**config.mk**
```make
export PLATFORM = sky130hd
export DESIGN_NAME = gpio_port_ovr
export DESIGN_NICKNAME = d
export VERILOG_FILES = /design/src/rtl/gpio_pkg.sv /design/src/rtl/gpio_sync.sv /design/src/rtl/gpio_regs.sv /design/src/rtl/gpio_pinmux.sv /design/src/rtl/gpio_port_ovr.sv
export SDC_FILE = /design/constraint.sdc
export NUM_CORES = 1
export LEC_CHECK = 0
export ABC_AREA = 1
export BUFFER_PORTS_ARGS = -buffer_cell sky130_fd_sc_hd__buf_4
export CAP_MARGIN = 20
export CELL_PAD_IN_SITES_DETAIL_PLACEMENT = 1
export CELL_PAD_IN_SITES_GLOBAL_PLACEMENT = 1
export CORE_ASPECT_RATIO = 2
export CORE_UTILIZATION = 38
export CTS_BUF_LIST = sky130_fd_sc_hd__clkbuf_2 sky130_fd_sc_hd__clkbuf_4 sky130_fd_sc_hd__clkbuf_8
export DETAILED_ROUTE_END_ITERATION = 10
export PLACE_DENSITY = 0.9
export SLEW_MARGIN = 40
export SYNTH_ARGS = -nofsm -noshare
export SYNTH_HDL_FRONTEND = slang
export SYNTH_SLANG_ARGS = --single-unit
```
**constraint.sdc**
```tcl
create_clock -name clk -period 3.3 [get_ports clk]
set_clock_uncertainty 0.05 [all_clocks]
set_input_delay 0.495 -clock clk [delete_from_list [all_inputs] [get_ports clk]]
set_output_delay 0.495 -clock clk [all_outputs]
set_load 0.02 [all_outputs]
```
**src/rtl/gpio_pkg.sv**
```systemverilog
// Package: shared address map and widths for the GPIO port.
// Assumes a two-bit register address space with one byte per register.
package gpio_pkg;
    localparam int ADDR_W = 2;
    typedef logic [ADDR_W-1:0] reg_addr_t;
    localparam reg_addr_t ADDR_DATA = 2'd0;
    localparam reg_addr_t ADDR_DIR  = 2'd1;
    localparam reg_addr_t ADDR_PULL = 2'd2;
endpackage

```
**src/rtl/gpio_sync.sv**
```systemverilog
// Module: gpio_sync
// Two-flop synchroniser for the asynchronous pin inputs.
// Assumes the inputs are quasi-static relative to clk; the flops reset to zero.
module gpio_sync #(
    parameter int WIDTH = 8
) (
    input  logic             clk,
    input  logic             rst_n,
    input  logic [WIDTH-1:0] d,
    output logic [WIDTH-1:0] q
);
    logic [WIDTH-1:0] stage1;
    logic [1:0]       age;

    // Move the pin levels through two register stages.
    always_ff @(posedge clk) begin
        if (!rst_n) begin
            stage1 <= '0;
            q      <= '0;
        end else begin
            stage1 <= d;
            q      <= stage1;
        end
    end

    // Count cycles since reset, saturating at two; used only by the check below.
    always_ff @(posedge clk) begin
        if (!rst_n)          age <= 2'd0;
        else if (age != 2'd2) age <= age + 2'd1;
    end

    AST_SYNC_TWO_STAGE: assert property (@(posedge clk) disable iff (!rst_n)
        (age == 2'd2) |-> (q == $past(d, 2)));
endmodule

```
**src/rtl/gpio_regs.sv**
```systemverilog
// Module: gpio_regs
// Register file: output latch, write-only direction register and pull-up
// option, plus the registered read multiplexer.
// Assumes wr_en and rd_en are single-cycle strobes.
module gpio_regs #(
    parameter int WIDTH = 8
) (
    input  logic                   clk,
    input  logic                   rst_n,
    input  gpio_pkg::reg_addr_t    addr,
    input  logic                   wr_en,
    input  logic [WIDTH-1:0]       wr_data,
    input  logic                   rd_en,
    input  logic [WIDTH-1:0]       pin_sync,
    output logic [WIDTH-1:0]       latch_q,
    output logic [WIDTH-1:0]       dir_q,
    output logic                   pull_q,
    output logic [WIDTH-1:0]       rd_data
);
    import gpio_pkg::*;

    logic [WIDTH-1:0] rd_next;
    logic [WIDTH-1:0] port_view;

    // Output latch: deliberately has no reset, loaded by byte writes only.
    always_ff @(posedge clk) begin
        if (wr_en && addr == ADDR_DATA) latch_q <= wr_data;
    end

    // Direction register: full-byte writes only, resets to all inputs.
    always_ff @(posedge clk) begin
        if (!rst_n)                         dir_q <= '1;
        else if (wr_en && addr == ADDR_DIR) dir_q <= wr_data;
    end

    // Pull-up option bit, taken from bit 0 of the written byte.
    always_ff @(posedge clk) begin
        if (!rst_n)                          pull_q <= 1'b0;
        else if (wr_en && addr == ADDR_PULL) pull_q <= wr_data[0];
    end

    // Per-bit mix: latch for output bits, synchronised pin for input bits.
    assign port_view = (latch_q & ~dir_q) | (pin_sync & dir_q);

    // Read multiplexer; the direction address reads as zero.
    always_comb begin
        unique case (addr)
            ADDR_DATA: rd_next = port_view;
            ADDR_PULL: rd_next = {{(WIDTH-1){1'b0}}, pull_q};
            default:   rd_next = '0;
        endcase
    end

    // Register the read data on each read strobe.
    always_ff @(posedge clk) begin
        if (!rst_n)     rd_data <= '0;
        else if (rd_en) rd_data <= rd_next;
    end

    AST_DIR_RESET_ONES: assert property (@(posedge clk)
        $past(!rst_n) |-> (dir_q == '1));
    AST_DIR_NOT_READABLE: assert property (@(posedge clk) disable iff (!rst_n)
        (rd_en && addr == ADDR_DIR) |=> (rd_data == '0));
    AST_DIR_READ_NO_EFFECT: assert property (@(posedge clk) disable iff (!rst_n)
        (rd_en && !wr_en) |=> $stable(dir_q));
endmodule

```
**src/rtl/gpio_pinmux.sv**
```systemverilog
// Module: gpio_pinmux
// Pin-side multiplexer: selects between the latch/direction settings and
// the external address override, and gates the pull-up.
// Assumes the override drives every pin as an output.
module gpio_pinmux #(
    parameter int WIDTH = 8
) (
    input  logic             ovr_en,
    input  logic [WIDTH-1:0] ovr_val,
    input  logic [WIDTH-1:0] latch_q,
    input  logic [WIDTH-1:0] dir_q,
    input  logic             pull_q,
    output logic [WIDTH-1:0] pad_out,
    output logic [WIDTH-1:0] pad_oe,
    output logic [WIDTH-1:0] pad_pu
);
    // One slice per pin: override wins, else latch and direction apply.
    for (genvar i = 0; i < WIDTH; i++) begin : g_pin
        always_comb begin
            pad_out[i] = ovr_en ? ovr_val[i] : latch_q[i];
            pad_oe[i]  = ovr_en | ~dir_q[i];
            pad_pu[i]  = pull_q & dir_q[i] & ~ovr_en;
        end
    end
endmodule

```
**src/rtl/gpio_port_ovr.sv**
```systemverilog
// Module: gpio_port_ovr (top)
// Eight-bit GPIO port with register interface and address-bus override.
// Assumes a single clock domain for the bus; pad_in may be asynchronous.
module gpio_port_ovr #(
    parameter int WIDTH = 8
) (
    input  logic                        clk,
    input  logic                        rst_n,
    input  logic [gpio_pkg::ADDR_W-1:0] addr,
    input  logic                        wr_en,
    input  logic [WIDTH-1:0]            wr_data,
    input  logic                        rd_en,
    output logic [WIDTH-1:0]            rd_data,
    input  logic                        ext_mode,
    input  logic [WIDTH-1:0]            ext_addr_hi,
    input  logic [WIDTH-1:0]            pad_in,
    output logic [WIDTH-1:0]            pad_out,
    output logic [WIDTH-1:0]            pad_oe,
    output logic [WIDTH-1:0]            pad_pu
);
    logic [WIDTH-1:0] pin_sync;
    logic [WIDTH-1:0] latch_q;
    logic [WIDTH-1:0] dir_q;
    logic             pull_q;

    gpio_sync #(.WIDTH(WIDTH)) u_sync (
        .clk (clk), .rst_n (rst_n), .d (pad_in), .q (pin_sync)
    );

    gpio_regs #(.WIDTH(WIDTH)) u_regs (
        .clk (clk), .rst_n (rst_n), .addr (addr), .wr_en (wr_en),
        .wr_data (wr_data), .rd_en (rd_en), .pin_sync (pin_sync),
        .latch_q (latch_q), .dir_q (dir_q), .pull_q (pull_q),
        .rd_data (rd_data)
    );

    gpio_pinmux #(.WIDTH(WIDTH)) u_mux (
        .ovr_en (ext_mode), .ovr_val (ext_addr_hi), .latch_q (latch_q),
        .dir_q (dir_q), .pull_q (pull_q), .pad_out (pad_out),
        .pad_oe (pad_oe), .pad_pu (pad_pu)
    );

    AST_PU_OE_EXCLUSIVE: assert property (@(posedge clk) disable iff (!rst_n)
        ((pad_pu & pad_oe) == '0));
    AST_OVR_ALL_DRIVE: assert property (@(posedge clk) disable iff (!rst_n)
        ext_mode |-> (pad_oe == '1 && pad_pu == '0 && pad_out == ext_addr_hi));
    AST_RESET_INPUTS: assert property (@(posedge clk)
        ($past(!rst_n) && !ext_mode) |-> (pad_oe == '0 && pad_pu == '0));
endmodule

```
# [Word level (Yosys, flattened, before mapping)]
# Cells that the tools add are included.
# W data, S select, Z words.
[op_classes] eq_ne=2 mux=9 n_bitwise=37 n_reduce_logical=4
[ops] op="$and A1 B1 Y1" count=16
[ops] op="$and A8 B8 Y8" count=2
[ops] op="$pmux W8 S2" count=1
[ops] op="$not A1 Y1" count=9
[ops] op="$mux W1" count=8
[ops] op="$not A8 Y8" count=1
[ops] op="$or A1 B1 Y1" count=8
[ops] op="$or A8 B8 Y8" count=1
[ops] op="$logic_and A1 B1 Y1" count=3
[ops] op="$eq A2 B1 Y1 const B" count=1
[ops] op="$eq A2 B2 Y1 const B" count=1
[ops] op="$logic_not A2 Y1" count=1
[word_totals] register_bits=41 output_inout_bits=32 word_cells=58

# [Longest topological paths before layout]
# Gate-level depths: netlist of run 1.
[depth] depth_word=4 ltp_mapped=5 ltp_nobuf=5

# [Hierarchy]
# A second synthesis of run 1 with hierarchy kept.
[hier_totals] cells_unflattened=221 hier_area_um2=1737.9
[modules_own_cells] module="gpio_regs" instances=1 cells_each=118 area_each_um2=1021.0 seq_area_each_um2=580.6
[modules_own_cells] module="gpio_sync" instances=1 cells_each=50 area_each_um2=484.2 seq_area_each_um2=320.3
[modules_own_cells] module="gpio_pinmux" instances=1 cells_each=53 area_each_um2=232.7 seq_area_each_um2=0.0

# [Worst setup path before layout of run 1]
# OpenSTA, ideal clock, no wires.
[synth_path] path_kind="input to output" from="input port ext_mode" to="output port pad_pu[1]" t_arrival_ns=1.308 path_slack_ns=1.447 stages=5 path_cell_list="buf_4 -> inv_4 -> buf_6 -> nand2_1 -> nor2_1"
[synth_via] elab_chain_cells=2
[synth_lines] item="from (decl)" line="gpio_port_ovr.sv:14" text="input logic ext_mode,"
[synth_lines] item="$not A1 Y1" line="gpio_pinmux.sv:22" text="pad_pu[i] = pull_q & dir_q[i] & ~ovr_en;"
[synth_lines] item="$and A1 B1 Y1" line="gpio_pinmux.sv:22"
[synth_lines] item="to (decl)" line="gpio_port_ovr.sv:19" text="output logic [WIDTH-1:0] pad_pu"
# Every way passes these cells.

# [Worst setup path in the final report of run 1]
[layout_path] from="input port ext_mode" to="output port pad_pu[4]"
# Same word-level chain as after synthesis.

==> flow_summary.yaml, run 1 <==
run:
  maxCapViolations: 0
clock_network:
  cts_buffer_depth: 2
  clock-root-buffer: "clkbuf_8"
  h-tree-depth: 2
  clkSlewWorstSetupHoldPaths_ns: 0.08
  cts_resized: 0
  clock-sinks: 41
  cts_setup_buffers: 0
  ctsHoldBuffers: 0
  cts_tree: "built"
  clk-insertion-delay-late_ns: 0.30
  cts_made_buffers: 5
critical_path:
  end_kind: "primary output"
  crit_required_ns: 2.75
  cpPeakStageDelay_ns: 0.15
  cp.buffers_inverters: 3
  critPathMostFrequentCell: "buf_4"
  crit_path_top_delay_cell: "buf_4"
  cp.arrival_ns: 1.16
  cp_max_fo: 15
  crit_family: "buffers and inverters"
  path_cells: "buf_4, inv_4, nand2_1, nor2_1, buf_4"
  cp-start-kind: "primary input"
  critPathKind: "primary input to primary output"
floorplan:
  die_x_um: 49.1
  num_rows: 33
  io_pins: 63
  design.core.area_sq_um: 4170
  die_area_sq_um: 4710
  start_util_pct: 40.4
  die_h_um: 96.1
synth:
  synth.net_count: 252
  ys_seq_area_share_pct: 53.5
  synth_most_common_cell: "nand2_1"
  synth_top_family_by_area: "simple AND/OR/NAND/NOR gates"
  synth.distinct_cells: 17
  synth_common_cells: "nand2_1 (95), dfxtp_1 (33), inv_1 (21)"
  syn_inst: 221
  yosys-top-cells-area: "dfxtp_1 (39%), nand2_1 (21%), edfxtp_1 (14%), inv_1 (4.7%), nand3_1 (3.3%)"
  synth_top_area_cell: "dfxtp_1"
  synth.top_cell.area_share_pct: 39.3
  synth_xor_area_share_pct: 0
  synth-compound-area-share_pct: 2.97
  synthSimpleGateAreaFrac_pct: 32.2
  postSynth.asyncResetShare_pct: 0
  yosysWarnings: 0
  ys_ff_latch: 41
  ys.flop_type: "dfxtp_1"
  syn-cell-area_sq_um: 1680
  synth-edff-count: 8
  synth.area.mux_share_pct: 0
  synthAdderAreaFrac_pct: 0
  avgSynthCellArea_sq_um: 7.61
layout:
  diodes: 0
  multi_input_area_sq_um: 592
  drive_above_1_share_pct: 30.0
  regArea_sq_um: 901
  nets: 313
  area_growth_pct: 33.5
  n_fill_cell: 568
  fin_area_sq_um: 2250
sta:
  max_slew_margin_pct: 59.1
  slew_viol_final: 0
  setup_viol: 0
  tightestPinTransition_ns: 0.611
  finalHoldViolCount: 0
  period_minus_slack_ns: 1.70
  tns_ns: 0
  fin_crit_sh_pct: 51.6
  worst_slack_ns: 1.60
  rsz0062_at_grt: "false"
  hold_slack_ns: 0.328
  fmax_ghz: 0.587
pwr:
  total_leakage_power_nw: 1.25
  seq_power_share_pct: 51.7
  p_switching_uw: 285
  total_power_mw: 1.05
  comb_power_share_pct: 15.0
  peakVddDrop_mv: 0.342
  p_int_uw: 767
  power_density_nw_per_um2: 468
  swShare_pct: 27.1
  clockPowerShare_pct: 33.3
global_route:
  grt_pass1_vias: 1628
  grt_max_degree: 28
  grt_use_total_pct: 21.1
  overflow: 0
  grt_pass1_wl_um: 7220
  antenna_found_initial: 0
placed_design:
  dp_slack_ns: 1.54
  gp_congestion: 0.800
  dp_hpwl_um: 3460
  port_buffers: 62
  place_area_sq_um: 2150
route:
  drt_iter0_drc: 12
  wirelength_um: 4520
  drc_errors: 0
  post_drt_wl_per_cell_um: 13.5
  dr.pass1.iters: 4
  viasPerCell: 4.78
  ant_nets: 0
  routed-via-count: 1601
outcome:
  run_status: "completed"
hold_path:
  min_path_type: "primary input to flip-flop"
flip-flops by register name, summed over array words and instances (netlist names):
name / flops
u_regs.dir_q: 8
u_regs.latch_q: 8
u_regs.pull_q: 1
u_regs.rd_data: 8
u_sync.q: 8
u_sync.stage1: 8
metrics by stage:
step / instances / util, %
detailed placement: 327 / 51.5
finish: 335 / 53.9
global route: 335 / 53.9
CTS: 335 / 53.9
floorplan: 221 / -
global placement: 327 / 51.5
kinds of logic after synthesis:
family                 count (synthesis)
DFF                                   41
AOI/OAI and AO/OA                     10
buffers and inverters                 41
and+or+nand+nor                      129
worst paths after layout:
check	start	endpoint	slack, ns	depth (start not counted)
setup reg to reg	u_regs.dir_q[5]$_SDFFE_PN1P_	u_regs.rd_data[5]$_SDFFE_PN0P_	2.39	5
setup / recovery	ext_mode	pad_pu[4]	1.60	5
hold / removal	pad_in[2]	u_sync.stage1[2]$_SDFF_PN0_	0.33	3
hold reg to reg	u_sync.stage1[1]$_SDFF_PN0_	u_sync.q[1]$_SDFF_PN0_	0.36	2
worst min-delay path, cell delays in order:
cell	delay, ns
buf_4	0.07
nand2_1	0.04
inv_1	0.04
cells in the final DEF, fill, tap and decap left out, drive strengths merged:
cell type  netlist  layout
nor2            13      13
o21ai            2       2
nand4            8       8
nand3           12      12
clkbuf           0       6
edfxtp           8       8
buf              8      62
clkinv           0       2
dfxtp           33      33
nand2           96      96
inv             33      33
a21oi            8       8
power by group through the flow:
| stage | Clock, mW | Combinational [mW] | Sequential, mW |
|---|---|---|---|
| after CTS | 0.353 | 0.160 | 0.544 |
| after global routing | 0.376 | 0.173 | 0.546 |
| after floorplan | 0 | 0.0860 | 0.554 |
| after detailed placement | 0 | 0.159 | 0.556 |
| after global placement | 0 | 0.154 | 0.554 |
| final | 0.350 | 0.158 | 0.544 |
layout make-up:
class	count	area share [%]
timing repair buffer	62	20.7
clock inverter	2	0.613
tap	52	2.90
clock buffer	6	3.68
inverter	33	5.63
multi-input combinational	139	26.4
sequential	41	40.1
metal layers:
layer	share of wire (%)	global-route usage, %
met1	35	18.8
met5	0	0
met3	3.5	3.16
met4	3.7	13.5
met2	58	42.5
Note: power is estimated with default switching activity, not from simulation.
==> run 2, diff against run 1 <==
--- a/config.mk
+++ b/config.mk
@@ -5,16 +5,16 @@
 export SDC_FILE = /design/constraint.sdc
 export NUM_CORES = 1
 export LEC_CHECK = 0
-export ABC_AREA = 1
+export ABC_AREA = 0
 export BUFFER_PORTS_ARGS = -buffer_cell sky130_fd_sc_hd__buf_4
 export CAP_MARGIN = 20
 export CELL_PAD_IN_SITES_DETAIL_PLACEMENT = 1
 export CELL_PAD_IN_SITES_GLOBAL_PLACEMENT = 1
 export CORE_ASPECT_RATIO = 2
-export CORE_UTILIZATION = 38
+export CORE_UTILIZATION = 34
 export CTS_BUF_LIST = sky130_fd_sc_hd__clkbuf_2 sky130_fd_sc_hd__clkbuf_4 sky130_fd_sc_hd__clkbuf_8
 export DETAILED_ROUTE_END_ITERATION = 10
-export PLACE_DENSITY = 0.9
+export PLACE_DENSITY = 0.81
 export SLEW_MARGIN = 40
 export SYNTH_ARGS = -nofsm -noshare
 export SYNTH_HDL_FRONTEND = slang
==> constraint.sdc (replaced) <==
create_clock -name clk -period 1.4 [get_ports clk]
set_clock_uncertainty 0.05 [all_clocks]
set_input_delay 0.21 -clock clk [delete_from_list [all_inputs] [get_ports clk]]
set_output_delay 0.21 -clock clk [all_outputs]
set_load 0.02 [all_outputs]
==> flow_summary.yaml, run 2 <==
floorplan:
  die_area_sq_um: 5080
  design.core.area_sq_um: 4600
  die_h_um: 99.9
  num_rows: 35
  start_util_pct: 35.4
  die_x_um: 50.9
  io_pins: 63
global_route:
  grt_use_total_pct: 17.1
  antenna_found_initial: 0
  grt_pass1_wl_um: 6180
  overflow: 0
  grt_max_degree: 34
  grt_pass1_vias: 1253
synth:
  avgSynthCellArea_sq_um: 10.6
  synth_common_cells: "dfxtp_1 (33), and2_1 (32), nand2_1 (16)"
  synth-edff-count: 8
  synth_most_common_cell: "dfxtp_1"
  ys_ff_latch: 41
  synth_top_area_cell: "dfxtp_1"
  yosysWarnings: 0
  synth.net_count: 185
  synth.distinct_cells: 20
  ys.flop_type: "dfxtp_1"
  ys_seq_area_share_pct: 55.3
  syn_inst: 154
  synth.top_cell.area_share_pct: 40.6
  syn-cell-area_sq_um: 1630
  postSynth.asyncResetShare_pct: 0
  yosys-top-cells-area: "dfxtp_1 (41%), edfxtp_1 (15%), and2_1 (12%), mux2i_1 (5.5%), mux2_2 (5.5%)"
outcome:
  run_status: "finished, violations left"
  violations: "negative setup slack"
hold_path:
  hold_path_end: "u_regs.latch_q[2]$_DFFE_PP_"
  min_path_type: "primary input to flip-flop"
  hp-start: "wr_data[2]"
  holdPathStages: 1
critical_path:
  end_kind: "primary output"
  cp_max_fo: 5
  crit-reg2reg-launch: "u_regs.latch_q[2]$_DFFE_PP_"
  crit_required_ns: 1.14
  critPathKind: "flip-flop to primary output"
  cp.arrival_ns: 1.17
  r2r-end: "u_regs.rd_data[2]$_SDFFE_PN0P_"
  r2r_cells: 4
  cp-start-kind: "flip-flop"
  r2r_setup_slack_ns: 0.29
sta:
  slew_viol_final: 0
  worst_slack_ns: -0.0290
  rsz0062_at_grt: "true"
  tns_ns: -0.179
  fmax_ghz: 0.700
  fin_crit_sh_pct: 102
  max_slew_margin_pct: 76.3
  hold_slack_ns: 0.0500
  setup_viol: 8
  finalHoldViolCount: 0
  period_minus_slack_ns: 1.43
  tightestPinTransition_ns: 0.355
layout:
  final_cells: 281
  area_growth_pct: 46.0
  diodes: 0
  utilization_pct: 51.7
  drive_above_1_share_pct: 43.8
  layout_commonest_cell: "buf_4"
  final_cell_mix: "buf_4 (57), dfxtp_1 (32), and2_1 (24)"
  nets: 256
pwr:
  peakVddDrop_mv: 0.824
  power_density_nw_per_um2: 1040
  total_leakage_power_nw: 1.11
placed_design:
  gp_congestion: 0.779
  dp_hpwl_um: 2870
  port_buffers: 62
  place_inst: 267
route:
  viasPerCell: 4.61
  routed-via-count: 1296
  ant_nets: 0
  drt_iter0_drc: 20
  wirelength_um: 4020
  post_drt_wl_per_cell_um: 14.3
  drc_errors: 0
  dr.pass1.iters: 4
clock_network:
  cts_buffer_depth: 2
  h-tree-depth: 2
  clock-root-buffer: "clkbuf_8"
  clk-insertion-delay-late_ns: 0.29
  cts_made_buffers: 5
  cts_tree: "built"
  clock-sinks: 41
  clkSlewWorstSetupHoldPaths_ns: 0.08
run:
  maxCapViolations: 0
run 2: changes by cell type after synthesis, moves of 3 or more:
| cell | before | now |
|---|---|---|
| nor2_1 | 12 | 0 |
| a21oi_1 | 8 | 0 |
| inv_1 | 21 | 8 |
| mux2_2 | 0 | 8 |
| nand2_1 | 95 | 16 |
| nand4_1 | 8 | 0 |
| o22ai_1 | 0 | 7 |
| nand2b_1 | 0 | 8 |
| nand3_1 | 11 | 8 |
| and2_1 | 0 | 32 |
| inv_2 | 11 | 0 |
| clkbuf_1 | 0 | 5 |
| mux2i_1 | 0 | 9 |
run 2: worst max path at each step:
stage                               start                             end  slack, ns  cells after the start
2_1_floorplan                     addr[1]     u_regs.latch_q[0]$_DFFE_PP_       0.08                      1
3_3_place_gp                      addr[1]  u_regs.rd_data[0]$_SDFFE_PN0P_       0.12                      4
3_5_place_dp                      addr[1]  u_regs.rd_data[0]$_SDFFE_PN0P_       0.06                      4
4_1_cts        u_regs.pull_q$_SDFFE_PN0P_                       pad_pu[3]      -0.02                      4
5_1_grt        u_regs.pull_q$_SDFFE_PN0P_                       pad_pu[7]      -0.08                      4
6_report       u_regs.pull_q$_SDFFE_PN0P_                       pad_pu[7]      -0.03                      4
run 2: critical path: stages, from the launching register on:
cell	delay, ns
dfxtp_2	0.33
nor2b_4	0.16
buf_6	0.13
and2_4	0.14
buf_6	0.11
run 2: layer usage:
layer / vias up / GRT usage [%] / wire (um)
met3: 5 / 5.15 / 141
met2: 33 / 28.7 / 2240
met4: 0 / 8.33 / 84
met1: 610 / 19.0 / 1560
met5: - / 0 / 0
li1: 648 / - / -
run 2: through the flow:
step / instance area, sq um / total power, mW / worst slack [ns]
3_3_place_gp: 2150 / 1.63 / 0.125
5_1_grt: 2380 / 2.57 / -0.0801
3_5_place_dp: 2150 / 1.64 / 0.0623
6_report: 2380 / 2.46 / -0.0290
2_1_floorplan: 1630 / 1.47 / 0.0759
4_1_cts: 2320 / 2.47 / -0.0163
run 2: power breakdown:
group	switching [mW]	total, mW	internal [mW]	leakage (nW)
registers	0.0275	1.28	1.25	0.345
clock network	0.383	0.824	0.440	0.0523
logic	0.165	0.360	0.195	0.714
total	0.575	2.46	1.89	1.11
run 2: kinds of logic after synthesis:
logic type             after synthesis  synth area share, %
muxes                               17                 11.1
buffers and inverters               16                 4.69
and+or+nand+nor                     72                 25.3
AOI/OAI and AO/OA                    8                 3.61
DFF                                 41                 55.3
run 2: area by class of cell:
cell class | instances | area (sq um)
Fill cell | 528 | 2220
Sequential cell | 41 | 902
Clock buffer | 8 | 97.6
Inverter | 8 | 30.0
Timing Repair Buffer | 72 | 597
Multi-Input combinational cell | 97 | 682
Tap cell | 55 | 68.8
run 2: what timing repair did:
action / 4_1_cts / 5_1_grt
resized for setup: 21 / 6
buffers inserted: 2 / 4
setup endpoints to repair: 9 / 16
hold buffers: 0 / 0
==> run 3, diff against run 2 <==
--- a/config.mk
+++ b/config.mk
@@ -15,6 +15,7 @@
 export CTS_BUF_LIST = sky130_fd_sc_hd__clkbuf_2 sky130_fd_sc_hd__clkbuf_4 sky130_fd_sc_hd__clkbuf_8
 export DETAILED_ROUTE_END_ITERATION = 10
 export PLACE_DENSITY = 0.81
+export SETUP_SLACK_MARGIN = 0.3
 export SLEW_MARGIN = 40
 export SYNTH_ARGS = -nofsm -noshare
 export SYNTH_HDL_FRONTEND = slang
==> flow_summary.yaml, run 3 (synthesized netlist as in run 2, its figures left out) <==
route:
  routed-via-count: 1380
  drt_iter0_drc: 17
  dr.pass1.iters: 4
  drc_errors: 0
  wirelength_um: 4690
  ant_nets: 0
  post_drt_wl_per_cell_um: 16.1
  viasPerCell: 4.73
global_route:
  grt_pass1_vias: 1433
  overflow: 0
  antenna_found_initial: 0
  grt_pass1_wl_um: 7160
  grt_use_total_pct: 19.8
  grt_max_degree: 34
layout:
  area_growth_pct: 58.7
  final_cells: 292
  diodes: 0
  nets: 267
  drive_above_1_share_pct: 51.5
  layout_commonest_cell: "buf_4"
  final_cell_mix: "buf_4 (53), buf_6 (30), and2_1 (24), dfxtp_1 (24), nand2_1 (16)"
critical_path:
  r2r_cells: 5
  end_kind: "primary output"
  r2r-end: "u_regs.rd_data[3]$_SDFFE_PN0P_"
  r2r_setup_slack_ns: 0.17
  cp.arrival_ns: 1.19
  crit-reg2reg-launch: "u_regs.latch_q[3]$_DFFE_PP_"
  critPathKind: "flip-flop to primary output"
  cp_max_fo: 6
  cp-start-kind: "flip-flop"
  crit_required_ns: 1.14
floorplan:
  die_h_um: 99.9
  die_x_um: 50.9
  design.core.area_sq_um: 4600
  num_rows: 35
  io_pins: 63
  die_area_sq_um: 5080
  start_util_pct: 35.4
pwr:
  clockPowerShare_pct: 36.8
  comb_power_share_pct: 15.8
  p_int_mw: 2.07
  total_leakage_power_nw: 1.19
  power_density_nw_per_um2: 1050
  p_switching_uw: 636
  total_power_mw: 2.70
  seq_power_share_pct: 47.4
  swShare_pct: 23.5
  peakVddDrop_mv: 0.735
hold_path:
  min_path_type: "primary input to flip-flop"
  hold_path_end: "u_regs.latch_q[1]$_DFFE_PP_"
  hp-start: "wr_data[1]"
  holdPathStages: 1
clock_network:
  clkSlewWorstSetupHoldPaths_ns: 0.08
  clk-insertion-delay-late_ns: 0.30
  h-tree-depth: 2
  clock-root-buffer: "clkbuf_8"
  cts_buffer_depth: 2
  cts_tree: "built"
  clock-sinks: 41
  cts_made_buffers: 5
sta:
  fmax_ghz: 0.689
  period_minus_slack_ns: 1.45
  setup_viol: 10
  rsz0062_at_grt: "true"
  finalHoldViolCount: 0
  max_slew_margin_pct: 74.4
  worst_slack_ns: -0.0506
  slew_viol_final: 0
  tightestPinTransition_ns: 0.383
  fin_crit_sh_pct: 104
placed_design:
  gp_congestion: 0.749
  dp_hpwl_um: 3220
  place_inst: 267
  port_buffers: 62
run:
  maxCapViolations: 0
outcome:
  violations: "negative setup slack"
  run_status: "finished, violations left"
==> run 3: worst max path at each step <==
stage,from,to,slack (ns),cells after the start
after CTS,u_regs.pull_q$_SDFFE_PN0P_,pad_pu[5],-0.07,4
final,u_regs.pull_q$_SDFFE_PN0P_,pad_pu[5],-0.05,4
after detailed placement,addr[1],u_regs.rd_data[0]$_SDFFE_PN0P_,0.09,4
after floorplan,rd_en,u_regs.rd_data[0]$_SDFFE_PN0P_,0.27,5
after global placement,addr[1],u_regs.rd_data[0]$_SDFFE_PN0P_,0.11,4
after global routing,u_regs.pull_q$_SDFFE_PN0P_,pad_pu[6],-0.09,4
==> run 3: metal layers <==
| metal | up-vias | global-route usage (%) | routed length [um] |
|---|---|---|---|
| met3 | 7 | 4.24 | 131 |
| met2 | 35 | 34.9 | 2690 |
| li1 | 669 | - | - |
| met5 | - | 0 | 0 |
| met4 | 0 | 10.5 | 127 |
| met1 | 669 | 21.3 | 1750 |
==> run 3: timing repair <==
item,4_1_cts,5_1_grt
gates resized for setup,46,10
setup endpoints to repair,24,29
pin swaps,7,5
endpoints found under the hold margin,0,0
hold buffers,0,0
buffers inserted,12,5
==> run 3: worst max-delay path: stages, from the launching register on <==
cell and delay, ns:
dfxtp_2 0.35, nor2b_4 0.17, buf_6 0.14, and2_4 0.14, buf_6 0.11
==> run 3: layout make-up <==
cell class,count,area (sq um)
Inverter,8,30.0
Timing Repair Buffer,83,736
Clock buffer,6,82.6
Fill cell,519,2010
Sequential cell,41,920
Clock inverter,2,37.5
Multi-Input combinational cell,97,709
Tap cell,55,68.8
==> run 3: per-stage QoR <==
step / util (%) / setup WS [ns] / cell area, sq um / TNS, ns / hold WS (ns)
floorplan: - / 0.269 / 1670 / 0 / 0.259
global placement: 47.2 / 0.109 / 2170 / 0 / 0.349
detailed placement: 47.2 / 0.0886 / 2170 / 0 / 0.349
CTS: 54.6 / -0.0700 / 2510 / -0.445 / 0.0338
global route: 56.2 / -0.0898 / 2580 / -0.802 / 0.0336
finish: 56.2 / -0.0506 / 2580 / -0.321 / 0.0431
==> run 3: power by group through the flow <==
stage / logic [mW] / clock network [mW] / registers (mW)
after CTS: 0.409 / 1.02 / 1.28
final: 0.427 / 0.996 / 1.28
after global routing: 0.454 / 1.06 / 1.28
after floorplan: 0.180 / 0 / 1.30
after global placement: 0.337 / 0 / 1.31
after detailed placement: 0.346 / 0 / 1.31
